## src/rtl/ir_sir_pkg.sv

```systemverilog
package ir_sir_pkg;

    typedef enum logic [1:0] {
        ENC_IDLE  = 2'd0,
        ENC_PULSE = 2'd1,
        ENC_GAP   = 2'd2
    } enc_state_e;

    typedef enum logic {
        DEC_IDLE = 1'b0,
        DEC_ZERO = 1'b1
    } dec_state_e;

    typedef enum logic {
        GAP_OPEN = 1'b0,
        GAP_WAIT = 1'b1
    } gap_state_e;

endpackage

```

## src/rtl/ir_sir_tx_enc.sv

```systemverilog
module ir_sir_tx_enc
    import ir_sir_pkg::*;
#(
    parameter int unsigned PULSE_CLKS = 77,
    parameter int unsigned OVS        = 16,
    parameter int unsigned FRAC_TICKS = 3
) (
    input  logic clk,
    input  logic rst_n,
    input  logic enable_i,
    input  logic frac_i,
    input  logic tick_i,
    input  logic go_i,
    output logic pulse_o,
    output logic busy_o
);

    localparam int unsigned CELL_W = (OVS > 1) ? $clog2(OVS) : 1;
    localparam int unsigned PW_W   = $clog2(PULSE_CLKS + 1);
    localparam int unsigned FT_W   = $clog2(FRAC_TICKS + 1);

    enc_state_e       st_q, st_d;
    logic [CELL_W-1:0] cell_q;
    logic [PW_W-1:0]   pw_q;
    logic [FT_W-1:0]   ft_q;
    logic              cell_last, width_last, start;

    always_comb begin
        cell_last  = tick_i && (cell_q == CELL_W'(OVS - 1));
        width_last = frac_i ? (tick_i && (ft_q == FT_W'(FRAC_TICKS - 1)))
                            : (pw_q == PW_W'(PULSE_CLKS - 1));
    end

    // next-state logic
    always_comb begin
        st_d  = st_q;
        start = 1'b0;
        if (!enable_i) begin
            st_d = ENC_IDLE;
        end else begin
            unique case (st_q)
                ENC_IDLE: begin
                    if (go_i) begin
                        st_d  = ENC_PULSE;
                        start = 1'b1;
                    end
                end
                ENC_PULSE: begin
                    if (cell_last) begin
                        if (go_i) begin
                            st_d  = ENC_PULSE;
                            start = 1'b1;
                        end else begin
                            st_d = ENC_IDLE;
                        end
                    end else if (width_last) begin
                        st_d = ENC_GAP;
                    end
                end
                ENC_GAP: begin
                    if (cell_last) begin
                        if (go_i) begin
                            st_d  = ENC_PULSE;
                            start = 1'b1;
                        end else begin
                            st_d = ENC_IDLE;
                        end
                    end
                end
                default: st_d = ENC_IDLE;
            endcase
        end
    end

    // state register
    always_ff @(posedge clk or negedge rst_n) begin
        if (!rst_n) st_q <= ENC_IDLE;
        else        st_q <= st_d;
    end

    // cell and width counters
    always_ff @(posedge clk or negedge rst_n) begin
        if (!rst_n) begin
            cell_q <= '0;
            pw_q   <= '0;
            ft_q   <= '0;
        end else begin
            if (start || st_d == ENC_IDLE) cell_q <= '0;
            else if (tick_i)               cell_q <= cell_q + 1'b1;

            if (start) pw_q <= '0;
            else if (st_q == ENC_PULSE && pw_q != PW_W'(PULSE_CLKS)) pw_q <= pw_q + 1'b1;

            if (start) ft_q <= '0;
            else if (st_q == ENC_PULSE && tick_i && ft_q != FT_W'(FRAC_TICKS)) ft_q <= ft_q + 1'b1;
        end
    end

    // outputs
    always_comb begin
        pulse_o = (st_q == ENC_PULSE);
        busy_o  = (st_q != ENC_IDLE);
    end

    // a pulse only begins after a start request
    p_pulse_from_zero_r3: assert property (@(posedge clk) disable iff (!rst_n)
        $rose(pulse_o) |-> $past(go_i));

    // a fixed pulse is not cut short before its count
    p_fixed_width_r4: assert property (@(posedge clk) disable iff (!rst_n)
        (st_q == ENC_PULSE && enable_i && !frac_i && !cell_last
         && pw_q < PW_W'(PULSE_CLKS - 1)) |=> pulse_o);

    // in fractional mode a pulse only ends on a tick
    p_frac_end_on_tick_r5: assert property (@(posedge clk) disable iff (!rst_n)
        ($fell(pulse_o) && $past(enable_i && frac_i)) |-> $past(tick_i));

endmodule

```

## src/rtl/ir_sir_rx_dec.sv

```systemverilog
module ir_sir_rx_dec
    import ir_sir_pkg::*;
#(
    parameter int unsigned HOLD_TICKS = 18
) (
    input  logic clk,
    input  logic rst_n,
    input  logic enable_i,
    input  logic mute_i,
    input  logic tick_i,
    input  logic rx_i,
    output logic zero_o,
    output logic edge_o
);

    localparam int unsigned HW = $clog2(HOLD_TICKS + 1);

    dec_state_e    st_q, st_d;
    logic [HW-1:0] hold_q;
    logic          sync1_q, sync2_q, prev_q;
    logic          rise, accept;

    always_ff @(posedge clk or negedge rst_n) begin
        if (!rst_n) begin
            sync1_q <= 1'b0;
            sync2_q <= 1'b0;
            prev_q  <= 1'b0;
        end else begin
            sync1_q <= rx_i;
            sync2_q <= sync1_q;
            prev_q  <= sync2_q;
        end
    end

    always_comb begin
        rise   = sync2_q && !prev_q;
        accept = enable_i && !mute_i && rise;
    end

    // next-state logic
    always_comb begin
        st_d = st_q;
        if (!enable_i || mute_i) begin
            st_d = DEC_IDLE;
        end else begin
            unique case (st_q)
                DEC_IDLE: if (accept) st_d = DEC_ZERO;
                DEC_ZERO: begin
                    if (accept)                                         st_d = DEC_ZERO;
                    else if (tick_i && hold_q == HW'(HOLD_TICKS - 1))  st_d = DEC_IDLE;
                end
                default: st_d = DEC_IDLE;
            endcase
        end
    end

    always_ff @(posedge clk or negedge rst_n) begin
        if (!rst_n) st_q <= DEC_IDLE;
        else        st_q <= st_d;
    end

    always_ff @(posedge clk or negedge rst_n) begin
        if (!rst_n)                              hold_q <= '0;
        else if (accept)                         hold_q <= '0;
        else if (st_q == DEC_ZERO && tick_i)     hold_q <= hold_q + 1'b1;
    end

    always_comb begin
        zero_o = (st_q == DEC_ZERO);
        edge_o = accept;
    end

    // a decoded zero only begins on a synchronized rising edge
    p_zero_needs_edge_r8: assert property (@(posedge clk) disable iff (!rst_n)
        $rose(zero_o) |-> $past(rise));

    // muting leaves the decoder idle on the next cycle
    p_mute_silences_r9: assert property (@(posedge clk) disable iff (!rst_n)
        mute_i |=> !zero_o);

endmodule

```

## src/rtl/ir_sir_turn_gap.sv

```systemverilog
module ir_sir_turn_gap
    import ir_sir_pkg::*;
#(
    parameter int unsigned GAP_TICKS = 640
) (
    input  logic clk,
    input  logic rst_n,
    input  logic enable_i,
    input  logic load_i,
    input  logic tick_i,
    output logic block_o
);

    localparam int unsigned GW = $clog2(GAP_TICKS + 1);

    gap_state_e    st_q, st_d;
    logic [GW-1:0] cnt_q;

    always_comb begin
        st_d = st_q;
        if (!enable_i) begin
            st_d = GAP_OPEN;
        end else begin
            unique case (st_q)
                GAP_OPEN: if (load_i) st_d = GAP_WAIT;
                GAP_WAIT: begin
                    if (load_i)                            st_d = GAP_WAIT;
                    else if (tick_i && cnt_q == GW'(1))    st_d = GAP_OPEN;
                end
                default: st_d = GAP_OPEN;
            endcase
        end
    end

    always_ff @(posedge clk or negedge rst_n) begin
        if (!rst_n) st_q <= GAP_OPEN;
        else        st_q <= st_d;
    end

    always_ff @(posedge clk or negedge rst_n) begin
        if (!rst_n)                               cnt_q <= '0;
        else if (!enable_i)                       cnt_q <= '0;
        else if (load_i)                          cnt_q <= GW'(GAP_TICKS);
        else if (st_q == GAP_WAIT && tick_i)      cnt_q <= cnt_q - 1'b1;
    end

    always_comb block_o = (st_q == GAP_WAIT);

    // the gap count never grows except on a reload
    p_gap_shrinks_r10: assert property (@(posedge clk) disable iff (!rst_n)
        (st_q == GAP_WAIT && enable_i && !load_i) |=> (cnt_q <= $past(cnt_q)));

endmodule

```

## src/rtl/ir_sir_line.sv

```systemverilog
module ir_sir_line
    import ir_sir_pkg::*;
#(
    parameter int unsigned PULSE_CLKS    = 77,
    parameter int unsigned OVS           = 16,
    parameter int unsigned FRAC_TICKS    = 3,
    parameter int unsigned CHAR_BITS     = 10,
    parameter int unsigned TURN_CHARS    = 4,
    parameter int unsigned RX_HOLD_TICKS = 18
) (
    input  logic       clk,
    input  logic       rst_n,
    input  logic       os_tick,
    input  logic [1:0] ir_mode,
    input  logic       half_duplex,
    input  logic       tx_invert,
    input  logic       rx_invert,
    input  logic       turn_delay_en,
    input  logic       uart_txd,
    output logic       uart_rxd,
    output logic       ir_txd,
    input  logic       ir_rxd,
    output logic       tx_permit
);

    localparam int unsigned TURN_TICKS = TURN_CHARS * CHAR_BITS * OVS;

    logic ir_on, frac_sel, permit, go, mute, rx_line;
    logic enc_pulse, enc_busy, dec_zero, dec_edge, gap_block;

    always_comb begin
        ir_on    = ir_mode[1];
        frac_sel = ir_mode[0];
        permit   = !(ir_on && turn_delay_en && gap_block);
        go       = !uart_txd && permit;
        mute     = half_duplex && enc_busy;
        rx_line  = ir_rxd ^ rx_invert;
    end

    ir_sir_tx_enc #(
        .PULSE_CLKS (PULSE_CLKS),
        .OVS        (OVS),
        .FRAC_TICKS (FRAC_TICKS)
    ) u_enc (
        .clk      (clk),
        .rst_n    (rst_n),
        .enable_i (ir_on),
        .frac_i   (frac_sel),
        .tick_i   (os_tick),
        .go_i     (go),
        .pulse_o  (enc_pulse),
        .busy_o   (enc_busy)
    );

    ir_sir_rx_dec #(
        .HOLD_TICKS (RX_HOLD_TICKS)
    ) u_dec (
        .clk      (clk),
        .rst_n    (rst_n),
        .enable_i (ir_on),
        .mute_i   (mute),
        .tick_i   (os_tick),
        .rx_i     (rx_line),
        .zero_o   (dec_zero),
        .edge_o   (dec_edge)
    );

    ir_sir_turn_gap #(
        .GAP_TICKS (TURN_TICKS)
    ) u_gap (
        .clk      (clk),
        .rst_n    (rst_n),
        .enable_i (ir_on && turn_delay_en),
        .load_i   (dec_edge),
        .tick_i   (os_tick),
        .block_o  (gap_block)
    );

    always_comb begin
        ir_txd    = ir_on ? (enc_pulse ^ tx_invert) : uart_txd;
        uart_rxd  = ir_on ? (mute ? 1'b1 : !dec_zero) : ir_rxd;
        tx_permit = permit;
    end

    // while the gap blocks, an idle encoder stays idle
    p_permit_holds_idle_r10: assert property (@(posedge clk) disable iff (!rst_n)
        (!enc_busy && !tx_permit) |=> !enc_busy);

endmodule

```

## config.mk

```make
export PLATFORM = sky130hd
export DESIGN_NAME = ir_sir_line
export DESIGN_NICKNAME = d
export VERILOG_FILES = /design/src/rtl/ir_sir_pkg.sv /design/src/rtl/ir_sir_tx_enc.sv /design/src/rtl/ir_sir_rx_dec.sv /design/src/rtl/ir_sir_turn_gap.sv /design/src/rtl/ir_sir_line.sv
export SDC_FILE = /design/constraint.sdc
export NUM_CORES = 1
export LEC_CHECK = 0
export BUFFER_PORTS_ARGS = -buffer_cell sky130_fd_sc_hd__buf_2
export CAP_MARGIN = 0
export CORE_AREA = 5 5 82 84
export CTS_BUF_LIST = sky130_fd_sc_hd__clkbuf_4 sky130_fd_sc_hd__clkbuf_8
export DETAILED_ROUTE_END_ITERATION = 6
export DIE_AREA = 0 0 87 89
export GPL_ROUTABILITY_DRIVEN = 0
export HOLD_SLACK_MARGIN = 0.05
export PLACE_DENSITY_LB_ADDON = 0.25
export SKIP_CTS_REPAIR_TIMING = 1
export SLEW_MARGIN = 40
export SYNTH_ARGS = -nofsm -noshare
export SYNTH_HDL_FRONTEND = slang
export SYNTH_SLANG_ARGS = --single-unit
export TNS_END_PERCENT = 1
```

## constraint.sdc

```tcl
create_clock -name clk -period 3.5 [get_ports clk]
set_input_delay 0.35 -clock clk [delete_from_list [all_inputs] [get_ports clk]]
set_output_delay 0.35 -clock clk [all_outputs]
set_load 0.005 [all_outputs]
```

==> flow_summary_export.csv <==
group,metric,value,unit
detailed_routing,vias,1429,
synthesis,syn-num-nets,218,
min_path,hp-start,"rx_invert",
power,internal_power,0.000821,W
sta,slew_headroom,60.2,%
power,p_clk_share,39.3,%
critical_path,start_kind,"register",
critical_path,worstPathCellList,"inv_1 -> ha_1 -> nor2_1 -> o2bb2ai_1 -> a32oi_2 -> a2111oi_1",
flow_run,maxCapViolations,0,
grt,gr-total-overflow,0,
floorplanning,core-area,5850,µm²
final_layout,finish.utilization,38.4,%
critical_path,reg2reg_slack,1.53,ns
sta,fin_setup_tns,0,ns
synthesis,ys_seq_area_share,44.3,%
synthesis,netlist_area,1980,µm²
grt,grt_pass1_vias,1456,
critical_path,crit_required,3.66,ns
place,port_buffers,13,
sta,finalHoldViolCount,0,
floorplanning,die_w,87,µm
power,netSwitchingFraction,26.8,%
power,irDropWorstVdd,0.000167,V
floorplanning,io_pins,14,
critical_path,worst_path_largest_cell_delay,0.43,ns
critical_path,ff2ff_path_depth,6,
detailed_routing,drt_iter0_markers,63,
floorplanning,dieArea,7740,µm²
power,total_power,0.00112,W
critical_path,slowest_stage,"a2111oi_1",
power,p_leak,0.996,nW
sta,fin_skew,0.00811,ns
synthesis,synth_cell_types,43,
grt,grt_pass1_wl,6.68,mm
critical_path,path_depth,6,
grt,antenna_found_initial,0,
floorplanning,num_rows,28,
critical_path,worstReg2RegEnd,"u_enc.cell_q[2]$_DFFE_PN0P_",
critical_path,cp-startpoint,"u_enc.st_q[1]$_DFF_PN0_",
final_layout,syn2layout_area_growth,13.7,%
grt,grt_max_degree,36,
grt,track_usage,11.1,%
critical_path,critical_path.top_delay_family,"compound AO/OA/AOI/OAI gates",
synthesis,syn_inst,193,
sta,worst_pin_slew,0.594,ns
cts,numCtsBuffers,5,
power,seqPwrFrac,44.1,%
critical_path,cp_max_fo,10,
min_path,hold_path.class,"input pin to register",
critical_path,crit_buf_inv,1,
final_layout,nNetsFinal,233,
sta,fin_crit_sh,56.2,%
sta,finalMaxSlewViolations,0,
cts,clock_sinks,35,
floorplanning,die_h,89,µm
detailed_routing,first_pass_iters,6,
critical_path,r2r-start,"u_enc.st_q[1]$_DFF_PN0_",
cts,htree_levels,2,
cts,insertion_delay,0.29,ns
cts,clkTransAtPathRegs,0.07,ns
cts,root_buffer,"clkbuf_8",
cts,cts_buffer_depth,2,
place,hpwl,2.65,mm
floorplanning,start_util,33.8,%
final_layout,drive_above_1_share,14.8,%
synthesis,syn_avg_cell_area,10.2,µm²
critical_path,cp-end-kind,"register",
sta,max_freq,0.509,GHz
synthesis,yosysWarnings,0,
detailed_routing,drc,0,
power,p_comb_share,16.6,%
critical_path,endpoint,"u_enc.cell_q[2]$_DFFE_PN0P_",
detailed_routing,detail-route-antenna-nets,0,
power,power_switching,0.000300,W
cts,tritoncts,"done",
final_layout,antenna_cells,0,
sta,rsz0062_at_grt,"false",
synthesis,synth_seq_cells,35,
critical_path,critical_path_class,"register to register",
power,power_density,499,nW/µm²
critical_path,crit_arrival,2.13,ns
status,status,"complete, no violations",
sta,setup_viol,0,
detailed_routing,routedWlPerCell,13.1,µm
sta,layout_min_cycle_time,1.97,ns
detailed_routing,wl,3.72,mm
detailed_routing,vias_per_cell,5.03,
-- power by group through the flow --
stage	registers, W	clock network [W]	logic (W)
2_1_floorplan	0.000490	0	0.000144
3_3_place_gp	0.000501	0	0.000189
3_5_place_dp	0.000502	0	0.000187
4_1_cts	0.000494	0.000454	0.000188
5_1_grt	0.000504	0.000471	0.000221
6_report	0.000495	0.000441	0.000186
-- cells in the mapped netlist (all sizes together) --
| library cell | n | area, µm² |
|---|---|---|
| and4b | 1 | 11.3 |
| xnor2 | 13 | 114 |
| or4 | 2 | 18.8 |
| nand4bb | 1 | 11.3 |
| buf | 1 | 7.51 |
| clkbuf | 5 | 30.0 |
| dfrtp | 35 | 876 |
| a2bb2oi | 1 | 8.76 |
| ha | 14 | 175 |
| and4 | 1 | 8.76 |
| and3 | 3 | 18.8 |
| nor4bb | 2 | 20.0 |
| a221oi | 1 | 15.0 |
| or3 | 1 | 7.51 |
| a31o | 1 | 8.76 |
| xor2 | 12 | 105 |
| o2bb2ai | 1 | 8.76 |
| inv | 8 | 30.0 |
| nand3 | 8 | 40.0 |
| a311oi | 1 | 8.76 |
| nand4b | 2 | 17.5 |
| a41o | 1 | 10.0 |
| nand2b | 2 | 12.5 |
| nor3 | 7 | 40.0 |
| nor4 | 2 | 12.5 |
| nor2 | 33 | 124 |
| a21oi | 8 | 40.0 |
| o21ai | 2 | 13.8 |
| mux2i | 2 | 20.0 |
| a2111oi | 4 | 45.0 |
| or3b | 1 | 11.3 |
| a32oi | 1 | 16.3 |
| nand2 | 6 | 22.5 |
| nand3b | 1 | 7.51 |
| nand4 | 5 | 31.3 |
| a31oi | 1 | 6.26 |
| o211ai | 3 | 22.5 |
-- logic make-up (layout without fill, tap and decap cells) --
logic type / after synthesis / after routing / synth area share, %
AND/OR/NAND/NOR: 78 / 78 / 21.0
flip-flops: 35 / 35 / 44.3
AO/OA/AOI/OAI: 25 / 25 / 10.3
XOR/XNOR: 25 / 25 / 11.1
adder cells (fa/ha/maj): 14 / 14 / 8.86
buffers and inverters: 14 / 30 / 3.42
multiplexers: 2 / 2 / 1.01
-- cells in the final DEF (no fill, tap or decap), types with 5 or more instances in the layout --
cell / synthesis / final
clkbuf_8: 1 / 5
nor3_1: 6 / 6
xnor2_1: 13 / 13
inv_1: 8 / 8
dfrtp_1: 35 / 35
nand4_1: 5 / 5
nand2_1: 6 / 6
a21oi_1: 8 / 8
nand3_1: 8 / 8
xor2_1: 12 / 12
ha_1: 14 / 14
nor2_1: 33 / 33
buf_2: 0 / 12
-- area by class of cell --
type	instances	area [µm²]
fill	562	3600
tap	75	93.8
sequential	35	876
inverter	8	30.0
clock inverter	2	60.1
timing repair buffer	14	77.6
clock buffer	6	76.3
multi-input combinational	144	1030
-- flip-flops by register name (all words and copies together), names as in the netlist --
register / count
u_dec.hold_q: 5
u_dec.prev_q: 1
u_dec.sync1_q: 1
u_dec.sync2_q: 1
u_dec.zero_o: 1
u_enc.cell_q: 4
u_enc.ft_q: 2
u_enc.pw_q: 7
u_enc.st_q: 2
u_gap.block_o: 1
u_gap.cnt_q: 10
-- how the worst min path moves through the flow --
stage / end / slack (ns) / depth (start not counted)
6_report: u_dec.sync1_q$_DFF_PN0_ / 0.23 / 2
5_1_grt: u_dec.sync1_q$_DFF_PN0_ / 0.22 / 2
4_1_cts: u_dec.hold_q[3]$_DFFE_PN0P_ / 0.17 / 1
3_5_place_dp: u_dec.sync2_q$_DFF_PN0_ / 0.34 / 0
3_3_place_gp: u_dec.sync2_q$_DFF_PN0_ / 0.33 / 0
2_1_floorplan: u_dec.hold_q[0]$_DFFE_PN0P_ / 0.05 / 0
-- routing by layer --
layer / share of wire, % / wire (µm) / vias up / GRT usage, %
met5: 0 / 0 / - / 0
met2: 46 / 1730 / 16 / 17.3
met1: 48 / 1790 / 691 / 14.2
li1: - / - / 714 / -
met4: 1.9 / 72 / 0 / 5.52
met3: 3.6 / 133 / 8 / 3.04
-- per-stage QoR --
step,cell area [µm²],setup WS [ns],hold WS (ns),instances
after global routing,2250,1.26,0.223,284
after floorplan,1980,1.74,0.0544,193
after global placement,2100,1.51,0.335,275
after detailed placement,2100,1.54,0.336,275
final,2250,1.53,0.230,284
after CTS,2230,1.53,0.165,283
(Power assumes the default switching activity.)
